**config.mk**
```make
export PLATFORM = sky130hd
export DESIGN_NAME = lvl_latch_irq_ctrl
export DESIGN_NICKNAME = d
export VERILOG_FILES = /design/src/rtl/lvl_irq_pkg.sv /design/src/rtl/lvl_sync.sv /design/src/rtl/lvl_btn_latch.sv /design/src/rtl/lvl_rst_pulse.sv /design/src/rtl/lvl_first_set.sv /design/src/rtl/lvl_latch_irq_ctrl.sv
export SDC_FILE = /design/constraint.sdc
export NUM_CORES = 1
export LEC_CHECK = 0
export CAP_MARGIN = 0
export CORE_UTILIZATION = 60
export CTS_BUF_LIST = sky130_fd_sc_hd__clkbuf_8
export DETAILED_ROUTE_END_ITERATION = 10
export DONT_BUFFER_PORTS = 1
export HOLD_SLACK_MARGIN = 0.12
export PLACE_DENSITY = 0.8
export SYNTH_ARGS = -nofsm -noshare
export SYNTH_HDL_FRONTEND = slang
export SYNTH_SLANG_ARGS = --single-unit
```
**constraint.sdc**
```tcl
create_clock -name clk -period 3.3 [get_ports clk]
set_clock_uncertainty 0.15 [all_clocks]
set_input_delay 0.66 -clock clk [delete_from_list [all_inputs] [get_ports clk]]
set_output_delay 0.66 -clock clk [all_outputs]
set_load 0.02 [all_outputs]
```
**src/rtl/lvl_irq_pkg.sv**
```systemverilog
package lvl_irq_pkg;
    localparam int unsigned OFF_CAUSE = 32'h00;
    localparam int unsigned OFF_MASK  = 32'h04;
    localparam int unsigned OFF_RESET = 32'h24;

    typedef enum logic {
        RP_IDLE,
        RP_PULSE
    } rp_state_t;

    typedef enum logic {
        BL_CLEAR,
        BL_HELD
    } bl_state_t;
endpackage

```
**src/rtl/lvl_sync.sv**
```systemverilog
module lvl_sync #(
    parameter int unsigned WIDTH     = 1,
    parameter int unsigned STAGES    = 2,
    parameter logic        RESET_VAL = 1'b0
) (
    input  logic             clk,
    input  logic             rst_n,
    input  logic [WIDTH-1:0] d,
    output logic [WIDTH-1:0] q
);
    logic [WIDTH-1:0] stg [STAGES];

    for (genvar s = 0; s < STAGES; s++) begin : g_stage
        always_ff @(posedge clk or negedge rst_n) begin
            if (!rst_n) stg[s] <= {WIDTH{RESET_VAL}};
            else        stg[s] <= (s == 0) ? d : stg[(s == 0) ? 0 : s-1];
        end
    end

    assign q = stg[STAGES-1];
endmodule

```
**src/rtl/lvl_btn_latch.sv**
```systemverilog
module lvl_btn_latch
    import lvl_irq_pkg::*;
(
    input  logic clk,
    input  logic rst_n,
    input  logic btn_lvl,
    input  logic ack,
    output logic latched
);
    bl_state_t state_q, state_d;
    logic      prev_q;
    logic      press;

    always_ff @(posedge clk or negedge rst_n) begin
        if (!rst_n) prev_q <= 1'b1;
        else        prev_q <= btn_lvl;
    end

    assign press = prev_q & ~btn_lvl;

    always_ff @(posedge clk or negedge rst_n) begin
        if (!rst_n) state_q <= BL_CLEAR;
        else        state_q <= state_d;
    end

    always_comb begin
        state_d = state_q;
        unique case (state_q)
            BL_CLEAR: if (press)        state_d = BL_HELD;
            BL_HELD:  if (ack && !press) state_d = BL_CLEAR;
            default:                    state_d = BL_CLEAR;
        endcase
    end

    assign latched = (state_q == BL_HELD);

    AST_PRESS_SETS: assert property (@(posedge clk) disable iff (!rst_n)
        press |=> latched);
    AST_STICKY: assert property (@(posedge clk) disable iff (!rst_n)
        latched && !ack |=> latched);
endmodule

```
**src/rtl/lvl_rst_pulse.sv**
```systemverilog
module lvl_rst_pulse
    import lvl_irq_pkg::*;
#(
    parameter int unsigned PULSE_CYCLES = 16
) (
    input  logic clk,
    input  logic rst_n,
    input  logic trigger,
    output logic pulse
);
    localparam int unsigned CNT_W = (PULSE_CYCLES > 1) ? $clog2(PULSE_CYCLES) : 1;
    localparam logic [CNT_W-1:0] LAST = CNT_W'(PULSE_CYCLES - 1);

    rp_state_t        state_q, state_d;
    logic [CNT_W-1:0] cnt_q;

    always_ff @(posedge clk or negedge rst_n) begin
        if (!rst_n) begin
            state_q <= RP_IDLE;
            cnt_q   <= '0;
        end else begin
            state_q <= state_d;
            if (state_q == RP_PULSE) cnt_q <= cnt_q + 1'b1;
            else                     cnt_q <= '0;
        end
    end

    always_comb begin
        state_d = state_q;
        unique case (state_q)
            RP_IDLE:  if (trigger)       state_d = RP_PULSE;
            RP_PULSE: if (cnt_q == LAST) state_d = RP_IDLE;
            default:                     state_d = RP_IDLE;
        endcase
    end

    always_comb begin
        pulse = (state_q == RP_PULSE);
    end

    AST_PULSE_START: assert property (@(posedge clk) disable iff (!rst_n)
        trigger && !pulse |=> pulse);
    AST_PULSE_LEN: assert property (@(posedge clk) disable iff (!rst_n)
        pulse && cnt_q != LAST |=> pulse);
    AST_PULSE_END: assert property (@(posedge clk) disable iff (!rst_n)
        $fell(pulse) |-> $past(cnt_q) == LAST);
endmodule

```
**src/rtl/lvl_first_set.sv**
```systemverilog
module lvl_first_set #(
    parameter int unsigned WIDTH = 32,
    localparam int unsigned IDX_W = $clog2(WIDTH)
) (
    input  logic [WIDTH-1:0] vec,
    output logic [IDX_W-1:0] idx,
    output logic             valid
);
    always_comb begin
        idx   = '0;
        valid = 1'b0;
        for (int i = WIDTH - 1; i >= 0; i--) begin
            if (vec[i]) begin
                idx   = IDX_W'(i);
                valid = 1'b1;
            end
        end
    end

    always_comb begin
        if (valid) AST_IDX_SET: assert (vec[idx]);
    end
endmodule

```
**src/rtl/lvl_latch_irq_ctrl.sv**
```systemverilog
module lvl_latch_irq_ctrl
    import lvl_irq_pkg::*;
#(
    parameter int unsigned NUM_LINES     = 32,
    parameter int unsigned ADDR_W        = 8,
    parameter int unsigned SYNC_STAGES   = 2,
    parameter int unsigned BTN_CAUSE_BIT = 1,
    parameter int unsigned BTN_LEVEL_BIT = 16,
    parameter int unsigned RST_CYCLES    = 16,
    localparam int unsigned IDX_W        = $clog2(NUM_LINES)
) (
    input  logic                 clk,
    input  logic                 rst_n,
    input  logic [ADDR_W-1:0]    bus_addr,
    input  logic                 bus_we,
    input  logic [31:0]          bus_wdata,
    output logic [31:0]          bus_rdata,
    input  logic [NUM_LINES-1:0] src_irq,
    input  logic                 btn_n,
    output logic                 cpu_irq,
    output logic                 plat_rst,
    output logic [IDX_W-1:0]     pend_idx,
    output logic                 pend_valid
);
    localparam logic [NUM_LINES-1:0] SPECIAL =
        (NUM_LINES'(1) << BTN_CAUSE_BIT) | (NUM_LINES'(1) << BTN_LEVEL_BIT);

    logic [NUM_LINES-1:0] src_s;
    logic                 btn_s;
    logic                 btn_held;
    logic [NUM_LINES-1:0] mask_q;
    logic [NUM_LINES-1:0] cause;
    logic [NUM_LINES-1:0] pending;
    logic                 sel_cause, sel_mask, sel_reset;
    logic                 unused_src;

    assign sel_cause = (bus_addr == ADDR_W'(OFF_CAUSE));
    assign sel_mask  = (bus_addr == ADDR_W'(OFF_MASK));
    assign sel_reset = (bus_addr == ADDR_W'(OFF_RESET));

    lvl_sync #(.WIDTH(NUM_LINES), .STAGES(SYNC_STAGES), .RESET_VAL(1'b0)) u_src_sync (
        .clk(clk), .rst_n(rst_n), .d(src_irq), .q(src_s)
    );

    lvl_sync #(.WIDTH(1), .STAGES(SYNC_STAGES), .RESET_VAL(1'b1)) u_btn_sync (
        .clk(clk), .rst_n(rst_n), .d(btn_n), .q(btn_s)
    );

    lvl_btn_latch u_btn (
        .clk(clk), .rst_n(rst_n), .btn_lvl(btn_s),
        .ack(bus_we && sel_cause && bus_wdata[BTN_CAUSE_BIT]),
        .latched(btn_held)
    );

    lvl_rst_pulse #(.PULSE_CYCLES(RST_CYCLES)) u_rst (
        .clk(clk), .rst_n(rst_n), .trigger(bus_we && sel_reset), .pulse(plat_rst)
    );

    assign unused_src = ^(src_s & SPECIAL);

    for (genvar b = 0; b < NUM_LINES; b++) begin : g_cause
        if (b == BTN_CAUSE_BIT) begin : g_btn
            assign cause[b]   = btn_held;
            assign pending[b] = btn_held & mask_q[b];
        end else if (b == BTN_LEVEL_BIT) begin : g_lvl
            assign cause[b]   = btn_s;
            assign pending[b] = 1'b0;
        end else begin : g_src
            assign cause[b]   = src_s[b];
            assign pending[b] = src_s[b] & mask_q[b];
        end
    end

    always_ff @(posedge clk or negedge rst_n) begin
        if (!rst_n)                  mask_q <= '0;
        else if (bus_we && sel_mask) mask_q <= bus_wdata[NUM_LINES-1:0];
    end

    always_comb begin
        bus_rdata = '0;
        if (sel_cause)     bus_rdata[NUM_LINES-1:0] = cause;
        else if (sel_mask) bus_rdata[NUM_LINES-1:0] = mask_q;
    end

    lvl_first_set #(.WIDTH(NUM_LINES)) u_ffs (
        .vec(pending), .idx(pend_idx), .valid(pend_valid)
    );

    assign cpu_irq = |pending;

    AST_IRQ_VALID: assert property (@(posedge clk) disable iff (!rst_n)
        cpu_irq == pend_valid);
    AST_NO_LEVEL_PEND: assert property (@(posedge clk) disable iff (!rst_n)
        !(pend_valid && pend_idx == IDX_W'(BTN_LEVEL_BIT)));
    AST_IDX_MASKED: assert property (@(posedge clk) disable iff (!rst_n)
        pend_valid |-> mask_q[pend_idx]);
    AST_MASK_WRITE: assert property (@(posedge clk) disable iff (!rst_n)
        bus_we && sel_mask |=> mask_q == $past(bus_wdata[NUM_LINES-1:0]));
endmodule

```
==> impl_metrics.yaml, run 1 <==
place:
  gp_congestion: 0.779
  postPlaceCellArea_mm2: 0.00399
  dp_hpwl_um: 5360
  io_buffers: 0
synth:
  synth_edf_count: 0
  synth_top_cell_by_area: "dfrtp_1"
  yosysWarnings: 0
  async_reset_ff_share_pct: 100
  synth.distinct_cells: 40
  syn_area_mm2: 0.00389
  yosysSeqAreaShare_pct: 65.0
  ys.flop_type: "dfrtp_1"
  syn_nets: 355
  ys_top_cells_by_area: "dfrtp_1 63%, a22o_1 8.6%, mux2_2 8.4%, nand2_1 2.2%, dfstp_2 2.0%"
  syn-instance-count: 278
  synth-seq-cells: 101
  synth.avg_cell_area_um2: 14.0
  synth_top_area_share_pct: 63.0
global_routing:
  grt_pass1_wl_um: 11200
  grt_max_degree: 102
  grt_use_total_pct: 23.1
  grt_pass1_vias: 2236
  antenna_found_initial: 0
  grt_overflow: 0
setup_path:
  cp.arrival_ns: 2.18
  cp-start-kind: "primary input"
  critical_path_class: "primary input to primary output"
  critPathMaxFanout: 33
  required_ns: 2.49
  endpoint_kind: "primary output"
timing:
  maxSlewHeadroom_pct: 64.5
  final_hold_viol_count: 0
  drv_slew: 0
  period_share_pct: 90.7
  fmax_mhz: 334
  fin_setup_tns_ns: 0
  rsz0062_at_grt: "no"
  final-setup-viol-count: 0
  min_period_ns: 2.99
  worst_pin_slew_ns: 0.534
clock_tree:
  postCtsHoldBufs: 2
  clock_latency_ns: 0.35
  clock-root-buffer: "clkbuf_8"
  clk_pin_slew_ns: 0.10
  cts_tree: "yes"
  cts-resized-gates: 0
  cts.path.max_buffers: 2
  cts_sinks: 101
  cts_max_level: 3
  cts_setup_buffers: 0
  numCtsBuffers: 9
finish:
  fill_cells: 414
  nNetsFinal: 366
  layout-drive-gt1-share_pct: 20.1
  final_cell_area_mm2: 0.00424
  area_delta_synth_final_pct: 8.97
  antenna_cells: 0
power:
  leakagePower_uw: 0.00194
  p_per_area_mw_per_mm2: 546
  ir_drop_mv: 0.535
routing:
  final_antenna_net_count: 0
  avgRoutedWirePerCell_um: 20.2
  first_pass_iters: 4
  drc: 0
  drt_first_iter_violations: 91
  viasPerCell: 6.31
  wl_um: 7460
  vias: 2329
flow_run:
  cap_viol_max_count: 0
floorplan:
  io_pins: 116
  die_area_mm2: 0.00681
  fp.dieW_um: 82.5
  num_rows: 28
  die_h_um: 82.5
  start_util_pct: 63.9
  core_area_mm2: 0.00610
min_path:
  hold_path_class: "primary input to flop"
outcome:
  status: "completed"
[through the flow]
stage               worst slack, ns  util, %  total power [uW]  instances  hold slack (ns)
floorplan                     0.265        -              1480        278            0.181
global placement              0.305     65.5              1520        350            0.182
detailed placement            0.299     65.5              1530        350            0.185
CTS                           0.291     69.4              2340        368            0.122
global route                  0.199     69.6              2420        369            0.136
finish                        0.308     69.6              2320        369            0.171
[flip-flops by register name, summed over array words and instances (netlist names)]
name and cells:
u_src_sync.stg 30, u_btn_sync.q 1, u_src_sync.q 30, u_btn.prev_q 1, u_btn.latched 1, u_rst.pulse 1, u_btn_sync.stg 1, mask_q 32
u_rst.cnt_q 4
[area by class of cell]
| type | count | area, um^2 | share of cell area [%] |
|---|---|---|---|
| multi-input cells | 167 | 1300 | 30.7 |
| well taps | 75 | 93.8 | 2.21 |
| flip-flops and latches | 101 | 2530 | 59.7 |
| inverters | 1 | 3.75 | 0.0885 |
| clock inverters | 7 | 80.1 | 1.89 |
| clock buffers | 9 | 124 | 2.92 |
| repair buffers | 9 | 105 | 2.48 |
[layer usage]
layer  global-route usage, %  share of wire, %  vias up
li1                        -                 -     1063
met1                    29.2                42     1177
met2                    37.7                49       83
met3                    7.91               7.4        6
met4                    7.24              0.82        0
met5                       0                 0        -
[where the power goes]
part / switching (uW) / leakage [uW] / internal [uW] / total, uW
clock network: 423 / 0.000108 / 363 / 785
logic: 126 / 0.000587 / 64.0 / 190
registers: 42.4 / 0.00125 / 1300 / 1340
[critical path, cell delays in order]
cell and delay (ns):
or4_1 0.53, nor3_2 0.20, nor3b_4 0.26, buf_12 0.22, a22o_1 0.30
[worst paths after layout]
path / depth (start not counted) / end / from / slack [ns]
worst max-delay path: 5 / bus_rdata[9] / bus_addr[6] / 0.31
worst min-delay path: 0 / u_src_sync.stg[43] / src_irq[11] / 0.17
worst max register to register: 3 / u_rst.cnt_q[2] / u_rst.cnt_q[0] / 2.09
worst min register to register: 0 / u_src_sync.q[29] / u_src_sync.stg[61] / 0.20
max in group asynchronous: 2 / u_btn_sync.q / rst_n / 1.87
min in group asynchronous: 2 / u_src_sync.q[20] / rst_n / 0.78
[placed cells by master (no fill, tap or decap), types with 2 or more instances in the layout]
cell type and instances:
a32oi_1 2, a31oi_1 3, a21oi_1 5, nor2_1 4
o21ai_0 5, dfstp_2 3, inv_6 3, a32o_1 3
mux2_2 29, inv_1 2, nand2b_1 2, nand3b_1 3
clkbuf_8 9, and2_1 6, dlygate4sd3_1 2, nand3_1 8
a22oi_1 10, nand2_1 23, o211ai_1 3, nor3b_4 2
nor2b_1 2, dfrtp_1 98, buf_4 5, mux2_1 3
a22o_1 38
[synth_stat cells, drive strengths merged (2+ instances only)]
library cell,count
dfrtp,98
a22o,38
mux2,32
nand2,24
a22oi,10
buf,8
nand3,8
and2,6
a21oi,5
nor2,5
o21ai,5
a31oi,3
a32o,3
dfstp,3
nand3b,3
o211ai,3
a32oi,2
nand2b,2
nor2b,2
nor3b,2
[cells by family (layout without fill, tap and decap cells)]
group	count (synthesis)	in the layout	synth area share, %
XOR/XNOR	2	2	0.450
adder cells (fa/ha/maj)	1	1	0.321
AND/OR/NAND/NOR	56	56	7.65
multiplexers	32	32	9.26
AO/OA/AOI/OAI	76	76	15.6
flip-flops	101	101	65.0
buffers and inverters	10	26	1.70
No activity file was read; power rests on OpenSTA's default activity.
==> inputs of run 2 (changes only) <==
Settings changed: CTS_CLUSTER_DIAMETER set to 60.
==> results of run 2 <==
No change in the layout: final DEF, timing and power equal those of run 1.
==> inputs of run 3 (changes only) <==
Settings changed: SKIP_LAST_GASP set to 1.
==> results of run 3 <==
No change in the layout: final DEF, timing and power equal those of run 1.
